==> src/rtl/l2vs_pkg.sv <==
package l2vs_pkg;
  typedef enum logic [1:0] {
    SRC_LRU   = 2'd0,
    SRC_SAME  = 2'd1,
    SRC_EMPTY = 2'd2
  } vsrc_e;
endpackage

==> src/rtl/l2vs_capture.sv <==
// Tag-compare stage: per-way L1 set compare and capture of selection state.
module l2vs_capture #(
  parameter int WAYS     = 8,
  parameter int L1_IDX_W = 6,
  parameter int WAY_W    = 3
) (
  input  logic                     clk,
  input  logic                     rst_n,
  input  logic                     lookup_vld,
  input  logic                     resolve_vld,
  input  logic [L1_IDX_W-1:0]      in_l1_idx,
  input  logic [WAYS-1:0]          way_valid,
  input  logic [WAYS*L1_IDX_W-1:0] way_l1_idx,
  input  logic [WAYS*WAY_W-1:0]    rank_order,
  output logic                     armed_q,
  output logic [WAYS-1:0]          match_q,
  output logic [WAYS-1:0]          valid_q,
  output logic [WAYS*WAY_W-1:0]    rank_q
);
  logic [WAYS-1:0] match_d;
  logic            armed_d;

  for (genvar w = 0; w < WAYS; w++) begin : g_cmp
    assign match_d[w] = (way_l1_idx[w*L1_IDX_W +: L1_IDX_W] == in_l1_idx);
  end

  always_comb begin
    armed_d = armed_q;
    if (resolve_vld) armed_d = 1'b0;
    if (lookup_vld)  armed_d = 1'b1;
  end

  always_ff @(posedge clk or negedge rst_n) begin
    if (!rst_n) begin
      armed_q <= 1'b0;
    end else begin
      armed_q <= armed_d;
    end
  end

  always_ff @(posedge clk or negedge rst_n) begin
    if (!rst_n) begin
      match_q <= '0;
      valid_q <= '0;
      rank_q  <= '0;
    end else if (lookup_vld) begin
      match_q <= match_d;
      valid_q <= way_valid;
      rank_q  <= rank_order;
    end
  end
endmodule

==> src/rtl/l2vs_walk.sv <==
// Combinational victim choice from the captured state.
module l2vs_walk #(
  parameter int WAYS  = 8,
  parameter int WAY_W = 3
) (
  input  logic [WAYS-1:0]       match_q,
  input  logic [WAYS-1:0]       valid_q,
  input  logic [WAYS*WAY_W-1:0] rank_q,
  output logic [WAY_W-1:0]      pick_way,
  output l2vs_pkg::vsrc_e       pick_src
);
  logic [WAY_W-1:0] slot [WAYS];
  logic             empty_hit;
  logic [WAY_W-1:0] empty_way;
  logic             same_hit;
  logic [WAY_W-1:0] same_way;

  for (genvar k = 0; k < WAYS; k++) begin : g_slot
    assign slot[k] = rank_q[k*WAY_W +: WAY_W];
  end

  // Lowest-numbered empty way.
  always_comb begin
    empty_hit = 1'b0;
    empty_way = '0;
    for (int w = WAYS-1; w >= 0; w--) begin
      if (!valid_q[w]) begin
        empty_hit = 1'b1;
        empty_way = WAY_W'(w);
      end
    end
  end

  // Walk from the LRU slot upward, stopping short of the MRU slot.
  always_comb begin
    same_hit = 1'b0;
    same_way = slot[0];
    for (int k = WAYS-2; k >= 0; k--) begin
      if (match_q[slot[k]]) begin
        same_hit = 1'b1;
        same_way = slot[k];
      end
    end
  end

  always_comb begin
    if (empty_hit) begin
      pick_way = empty_way;
      pick_src = l2vs_pkg::SRC_EMPTY;
    end else if (same_hit) begin
      pick_way = same_way;
      pick_src = l2vs_pkg::SRC_SAME;
    end else begin
      pick_way = slot[0];
      pick_src = l2vs_pkg::SRC_LRU;
    end
  end
endmodule

==> src/rtl/l2_victim_sel.sv <==
module l2_victim_sel #(
  parameter int WAYS     = 8,
  parameter int L1_IDX_W = 6,
  localparam int WAY_W   = (WAYS > 1) ? $clog2(WAYS) : 1
) (
  input  logic                     clk,
  input  logic                     rst_n,
  input  logic                     lookup_vld,
  input  logic [L1_IDX_W-1:0]      in_l1_idx,
  input  logic [WAYS-1:0]          way_valid,
  input  logic [WAYS*L1_IDX_W-1:0] way_l1_idx,
  input  logic [WAYS*WAY_W-1:0]    rank_order,
  input  logic                     resolve_vld,
  input  logic                     resolve_miss,
  output logic                     victim_vld,
  output logic [WAY_W-1:0]         victim_way,
  output logic [1:0]               victim_src
);
  logic                  armed_q;
  logic [WAYS-1:0]       match_q;
  logic [WAYS-1:0]       valid_q;
  logic [WAYS*WAY_W-1:0] rank_q;
  l2vs_pkg::vsrc_e       pick_src;

  l2vs_capture #(.WAYS(WAYS), .L1_IDX_W(L1_IDX_W), .WAY_W(WAY_W)) cap_i (
    .clk(clk), .rst_n(rst_n), .lookup_vld(lookup_vld), .resolve_vld(resolve_vld),
    .in_l1_idx(in_l1_idx), .way_valid(way_valid), .way_l1_idx(way_l1_idx),
    .rank_order(rank_order), .armed_q(armed_q), .match_q(match_q),
    .valid_q(valid_q), .rank_q(rank_q)
  );

  l2vs_walk #(.WAYS(WAYS), .WAY_W(WAY_W)) walk_i (
    .match_q(match_q), .valid_q(valid_q), .rank_q(rank_q),
    .pick_way(victim_way), .pick_src(pick_src)
  );

  assign victim_vld = armed_q & resolve_vld & resolve_miss;
  assign victim_src = pick_src;
endmodule

==> config.mk <==
export PLATFORM = sky130hd
export DESIGN_NAME = l2_victim_sel
export DESIGN_NICKNAME = d
export VERILOG_FILES = /design/src/rtl/l2vs_pkg.sv /design/src/rtl/l2vs_capture.sv /design/src/rtl/l2vs_walk.sv /design/src/rtl/l2_victim_sel.sv
export SDC_FILE = /design/constraint.sdc
export NUM_CORES = 1
export LEC_CHECK = 0
export ABC_AREA = 1
export BUFFER_PORTS_ARGS = -buffer_cell sky130_fd_sc_hd__buf_2
export CAP_MARGIN = 5
export CORE_ASPECT_RATIO = 0.75
export CORE_MARGIN = 2
export CORE_UTILIZATION = 46
export CTS_CLUSTER_DIAMETER = 80
export DETAILED_ROUTE_END_ITERATION = 7
export PLACE_DENSITY = 0.77
export SETUP_SLACK_MARGIN = 0.5
export SLEW_MARGIN = 10
export SYNTH_ARGS = -nofsm -noshare
export SYNTH_HDL_FRONTEND = slang
export SYNTH_SLANG_ARGS = --single-unit
==> constraint.sdc <==
create_clock -name clk -period 1.64 [get_ports clk]
set_clock_uncertainty 0.15 [all_clocks]
set_input_delay 0.164 -clock clk [delete_from_list [all_inputs] [get_ports clk]]
set_output_delay 0.164 -clock clk [all_outputs]
set_load 0.03 [all_outputs]
==> results of run 1 <==
==> placed cells by master (no fill, tap or decap), types with 7 or more instances in the layout <==
cell type,count
a211oi_1,9
o21ai_0,43
a21oi_1,17
buf_2,87
dlygate4sd3_1,31
nor2_1,12
buf_4,52
nand2_1,109
nand3_1,19
dfrtp_1,32
nand4_1,7
inv_2,13
nand2_4,12
xnor2_1,10
xor2_1,18
inv_1,32
nand2_2,18
==> timing repair <==
item                                    in CTS  in global routing
hold endpoints to repair                    68                  0
gates cloned                                 0                  0
hold buffers                                31                  0
endpoints found under the setup margin       6                 11
gates resized for setup                     34                 24
setup buffers                                6                  1
pin swaps                                   16                 10
==> worst max-delay path by stage <==
stage,from,end,depth (start not counted)
after floorplan,cap_i.rank_q[3]$_DFFE_PN0P_,victim_way[2],11
after global placement,cap_i.match_q[0]$_DFFE_PN0P_,victim_way[0],14
after detailed placement,cap_i.match_q[0]$_DFFE_PN0P_,victim_way[1],16
after CTS,cap_i.match_q[6]$_DFFE_PN0P_,victim_way[0],14
after global routing,cap_i.rank_q[18]$_DFFE_PN0P_,victim_way[1],16
final,cap_i.rank_q[18]$_DFFE_PN0P_,victim_way[1],16
==> final cells by class <==
class / instances / area share
Clock inverter: 1 / 0.00676
Clock buffer: 6 / 0.0186
Timing Repair Buffer: 177 / 0.276
Tap cell: 81 / 0.0228
Multi-Input combinational cell: 318 / 0.415
Sequential cell: 38 / 0.216
Inverter: 50 / 0.0451
==> layer usage <==
layer	routed length, um	GRT usage	share of wire
met2	4650	0.464	0.47
met1	4240	0.386	0.43
met4	244	0.0921	0.025
met5	0	0	0
met3	673	0.0764	0.069
==> state kept, by name (all words and copies together) (netlist names) <==
register,flops
cap_i.rank_q,21
cap_i.valid_q,8
cap_i.match_q,8
cap_i.armed_q,1
==> cell usage after synthesis (2+ instances only) <==
cell,instances
nor2_1,14
nand2_1,119
buf_2,4
nand2_4,7
inv_2,12
nor2_2,4
o32ai_1,2
nand4_1,7
a21oi_1,21
o21ai_0,46
a211oi_1,10
o22ai_1,6
o211ai_1,6
nand2_2,13
xor2_1,18
dfrtp_1,38
nor4_1,3
nor2_4,2
inv_1,38
o21ai_2,2
nand3_1,24
xnor2_1,10
clkbuf_1,10
==> logic make-up (layout without fill, tap and decap cells) <==
kind of cell,count (synthesis),in the layout,synth area share
flops,38,38,0.327
buf+inv,65,234,0.0869
compound gates,94,94,0.185
simple gates,196,196,0.317
xor+xnor,28,28,0.0843
==> metrics by stage <==
step | TNS [ns] | instance area [um2] | instances
3_5_place_dp | -1.59 | 3800 | 626
4_1_cts | -2.46 | 4370 | 670
2_1_floorplan | -0.288 | 2960 | 421
5_1_grt | -3.42 | 4440 | 671
6_report | -2.86 | 4440 | 671
3_3_place_gp | -1.63 | 3800 | 626
==> critical path, stage by stage (launching register included) <==
cell and delay (ns):
dfrtp_1 0.44, inv_2 0.14, nand2_1 0.07, nand3_1 0.10, nand2_2 0.08, nand2_4 0.09, nand2_4 0.07, nand2_1 0.10
nand3_2 0.10, nand2_1 0.10, nand2_1 0.05, nand2_1 0.05, nand2_1 0.06, nand2_1 0.08, nand2_2 0.07, nand2_4 0.06
buf_6 0.12
==> power by group through the flow <==
stage / Combinational [uW] / Sequential, uW / Clock, uW
floorplan: 636 / 1070 / 0
global placement: 977 / 1090 / 0
detailed placement: 1000 / 1100 / 0
CTS: 1120 / 1080 / 831
global route: 1310 / 1100 / 894
finish: 1200 / 1090 / 829
==> impl_results.md, run 1 <==
* Outcome: finished with violations
* Failing checks: negative setup slack
* Worst Setup Slack, final at -0.766 ns
* Clock Tree Root: clkbuf_8
* Top cells by area, synth: dfrtp_1 (33%), nand2_1 (15%), o21ai_0 (7.9%), xor2_1 (5.4%), inv_1 (4.9%)
* Slew Limit Fails at 0
* Post-Route WL at 9810 um
* Initial antenna violation count at 0
* Clk slew on worst S/H paths at 0.08 ns
* Cell variety after synth at 28
* WHS Endpoint: cap_i.match_q[4]$_DFFE_PN0P_
* H-tree depth at 2
* Via Count at 3576
* Int Power at 2030 uW
* Register share of total power at 0.349
* CP Launch Type: flop
* IO Port Bufs at 93
* Largest net degree at the start of global routing at between 50 and 60
* Mapped Cells at 421
* Hold Crit Class: in -> reg
* Clock power share at 0.266
* Comb power frac at 0.385
* Peak supply drop at 0.000364 V
* YS warnings at 0
* Cell Rows at 25
* Slew @ Worst Pin at 0.490 ns
* CTS tree: built
* Sw Share at 0.350
* Yosys top cell area share at 0.327
* Max-slew headroom at 0.673
* Synth area leader: dfrtp_1
* RR Endpoint: cap_i.match_q[4]$_DFFE_PN0P_
* Nets at about 700
* Register area share after synthesis at 0.327
* P&R area growth vs syn at 52.7%
* Critical Setup Path Class: reg -> out
* Die area at 6980 um2
* Pwr dens at 703 nW/um2
* Cell Area, Synth at 2910 um2
* CP endpoint kind: output port
* WP data arrival at between 2 and 2.5 ns
* DRT iter0 DRCs at approximately 340
* Critical-path maximum fanout at 5
* Storage element area at 958 um2
* Layout cells sized above 1 at 0.395
* Routed Antenna Nets at 0
* Drt pass-1 iters at 5
* Max Root-Sink Buffers at 2
* Fillers at just under 500
* RSZ-0062 raised after global routing: yes
* WHS at between 0.02 and 0.03 ns
* N_diodes at 0
* Post-DP HPWL at 6770 um
* Maxcap violations at 0
* Syn nets at 512
* Starting Density at 0.469
* Pre-CTS setup slack at -0.447 ns
* Area of the multi-input gates at 1840 um2
* Crit path time final at 2.41 ns
* R2R depth at 4
* Hold-critical path depth at 4
* Avg WL per Cell at 14.6 um
* TritonCTS Buffers at 5
* Worst-Skew Late Latency at 0.29 ns
* DRC viols at 0
* Core Area at 6190 um2
* R2R Setup Slk at about 0.56 ns
* GPL Wtd Cong at between 0.9 and 1
* Fin. Hold Viols at 0
* Asr flop ratio synth at 1.00
* Layout Utilization at 0.717
* All-Layer GR Usage at 0.290
* Height of the chip at about 73 um
* Global route total overflow at 0
* Ys flop type: dfrtp_1
* Critical Path RT at 1.33 ns
* Via-to-Cell Ratio at 5.33
* Clock sink count at 38
* Setup Viol. Count Final at 5
* First-pass GRT wire length at 15800 um
* Die width at 95.8 um
* Worst Hold Launch: way_l1_idx[29]
* Mean Syn Cell Area at 6.91 um2
* Number of global-route vias before repair at around 3400
* EDFF count, synth at 0
* Peak Freq at 0.416 GHz
* I/O pin total at 97
* Net load switching power at about 1100 uW
* Part of the cycle the worst path needs at 1.47
* Reg2reg start: cap_i.match_q[4]$_DFFE_PN0P_
* Register bit total from synthesis at 38
* Power, Total at 3120 uW
* Leakage at 0.00231 uW
(Power assumes the default switching activity.)
==> run 2, diff against run 1 <==
- CORE_ASPECT_RATIO: 0.75 -> 0.7
==> impl_results.md, run 2 (synthesized netlist as in run 1, its figures left out) <==
* Outcome: finished with violations
* Failing checks: negative setup slack
* Part of the cycle the worst path needs at 1.46 (-0.0106)
* Critical-path maximum fanout at 4 (-1)
* Via Count at 3663 (+2.4%)
* R2R depth at 4 (unchanged)
* WHS Endpoint: cap_i.match_q[2]$_DFFE_PN0P_
* TritonCTS Buffers at 5 (unchanged)
* All-Layer GR Usage at 0.297 (+0.00666)
* Layout cells sized above 1 at 0.400 (+0.00475)
* Critical Setup Path Class: reg -> out
* Hold-critical path depth at 4 (unchanged)
* Worst Hold Launch: way_l1_idx[14]
* WP buf/inv at 3 (+1)
* Reg2reg start: cap_i.match_q[2]$_DFFE_PN0P_
* Commonest non-fill, non-tap cells in the layout: nand2_1 (109), buf_2 (87), buf_4 (59), o21ai_0 (41), dfrtp_1 (32)
* GPL Wtd Cong at 0.962 (+5.3%)
* Leakage at 0.00234 uW (+1.5%)
* Power, Total at 3120 uW (+0.15%)
* DRT iter0 DRCs at 266 (-22%)
* Crit path time final at 2.39 ns (-0.0174 ns)
* Slowest stage delay, CP at 0.42 ns (-0.02 ns)
* Via-to-Cell Ratio at 5.38 (+0.93%)
* Sum Neg Setup Slack at -2.90 ns (-0.0487 ns)
* Post-Route WL at 10400 um (+6.1%)
* Most common cell after layout, fill and taps aside: nand2_1
* Worst Setup Slack, final at -0.749 ns (+0.0174 ns)
* Clock Tree Root: clkbuf_8
* Post-DP HPWL at 7190 um (+6.3%)
* Largest regs: cap_i.rank_q x21, cap_i.match_q x8, cap_i.valid_q x8
* N_diodes at 0 (unchanged)
* Die width at 99.0 um (+3.4%)
* Non-filler cells, final at 681 (+1.5%)
* P&R area growth vs syn at 55.2%
* Slew Limit Fails at 0 (unchanged)
* Critical Path RT at 1.33 ns (about the same)
* I/O pin total at 97 (unchanged)
* Largest register by flop count: cap_i.rank_q
* Height of the chip at 70.5 um (-3.2%)
* Max Root-Sink Buffers at 2 (unchanged)
* Setup Viol. Count Final at 5 (unchanged)
* WP data arrival at 2.07 ns (-0.02 ns)
* CP endpoint kind: output port
* Number of global-route vias before repair at 3538 (+4.4%)
* CTS tree: built
* Worst path slowest cell: dfrtp_2
* Avg WL per Cell at 15.3 um (+4.6%)
* Routed Antenna Nets at 0 (unchanged)
* Peak supply drop at 0.000467 V (+29%)
* Maxcap violations at 0 (unchanged)
* IO Port Bufs at 93 (unchanged)
* Largest net degree at the start of global routing at 38 (-25%)
* Fillers at 433 (-11%)
* Drt pass-1 iters at 5 (unchanged)
* Cell Rows at 24 (-4.0%)
* Layout Utilization at 0.733 (+0.0164)
* CP Launch Type: flop
* Clock sink count at 38 (unchanged)
* Placed insts at 626 (unchanged)
* Max reg flops at 21 (unchanged)
* Worst Setup SP: cap_i.match_q[2]$_DFFE_PN0P_
* DRC viols at 0 (unchanged)
* RSZ-0062 raised after global routing: yes
* Hold Crit Class: in -> reg
* Max-slew headroom at 0.699 (+0.0261)
* Peak Freq at 0.419 GHz (+0.73%)
* RR Endpoint: cap_i.match_q[2]$_DFFE_PN0P_
* Global route total overflow at 0 (unchanged)
* Starting Density at 0.472 (+0.00286)
* H-tree depth at 2 (unchanged)
* Slew @ Worst Pin at 0.450 ns (-0.0396 ns)
* Critical Path, Cell by Cell: inv_2 > buf_4 > a21oi_1 > o21ai_0 > nand2_1 > nand2_1 > nand2_2 > nor2_4 > nor2_1 > nand2_2 > a21oi_4 > buf_6
* CP top delay family: simple AND/OR/NAND/NOR gates
* Nets at 693 (+1.8%)
* Pre-CTS setup slack at -0.436 ns (+0.0118 ns)
* Clk slew on worst S/H paths at 0.08 ns (about the same)
* Fin. Hold Viols at 0 (unchanged)
* R2R Setup Slk at 0.51 ns (-0.05 ns)
* Die area at 6980 um2 (about the same)
* First-pass GRT wire length at 16800 um (+6.2%)
* Worst-Skew Late Latency at 0.29 ns (about the same)
* Initial antenna violation count at 0 (unchanged)
* Core Area at 6160 um2 (-0.61%)
* Pwr dens at 692 nW/um2 (-1.5%)
run 2: cell count changes in the layout (fill, tap and decap cells not counted), moves of 2 or more:
cell | before | now
buf_6 | 6 | 11
inv_1 | 32 | 30
clkinv_2 | 0 | 2
nand3_1 | 19 | 24
buf_4 | 52 | 59
o21ai_1 | 2 | 5
nor2_2 | 5 | 3
nand3_2 | 6 | 1
o21ai_0 | 43 | 41
run 2: through the flow:
| stage | hold slack [ns] | cell area (um2) |
|---|---|---|
| floorplan | -0.282 | 2960 |
| global placement | -0.0324 | 3820 |
| detailed placement | -0.0318 | 3820 |
| CTS | 0.0476 | 4360 |
| global route | 0.0602 | 4510 |
| finish | 0.0376 | 4510 |
run 2: timing repair:
action	in CTS	in global routing
hold buffers	31	0
resized for setup	28	34
pin swaps	12	15
endpoints found under the setup margin	7	9
endpoints found under the hold margin	68	0
setup buffers	6	10
run 2: layer usage:
metal | GRT usage | routed length (um)
met1 | 0.391 | 4310
met2 | 0.503 | 5070
met3 | 0.0701 | 849
met4 | 0.0624 | 181
met5 | 0 | 0
run 2: cell type report:
class / instances / area, um2 / share of cell area
inverter: 50 / 204 / 0.0452
clock buffer: 5 / 68.8 / 0.0152
sequential: 38 / 958 / 0.212
multi-input combinational: 318 / 1810 / 0.401
clock inverter: 3 / 40.0 / 0.00887
tap: 78 / 97.6 / 0.0216
timing repair buffer: 189 / 1330 / 0.295
run 2: power by group:
group | total, uW | leakage, uW | switching, uW | internal (uW)
Combinational | 1240 | 0.00182 | 675 | 565
Clock | 793 | 0.0000579 | 345 | 448
Sequential | 1090 | 0.000466 | 80.8 | 1010
Total | 3120 | 0.00234 | 1100 | 2020
run 2: worst min-delay path, delay by kind of cell:
family,cells,cell delay (ns)
simple gates,1,0.08
compound gates,1,0.05
xor+xnor,1,0.06
buf+inv,1,0.08
run 2: worst max-delay path by stage:
| stage | end | slack, ns | depth (start not counted) |
|---|---|---|---|
| after detailed placement | victim_way[1] | -0.44 | 14 |
| after CTS | victim_way[2] | -0.63 | 13 |
| after global placement | victim_way[1] | -0.45 | 12 |
| after floorplan | victim_way[2] | -0.09 | 11 |
| after global routing | victim_way[2] | -0.84 | 12 |
| final | victim_way[2] | -0.75 | 12 |
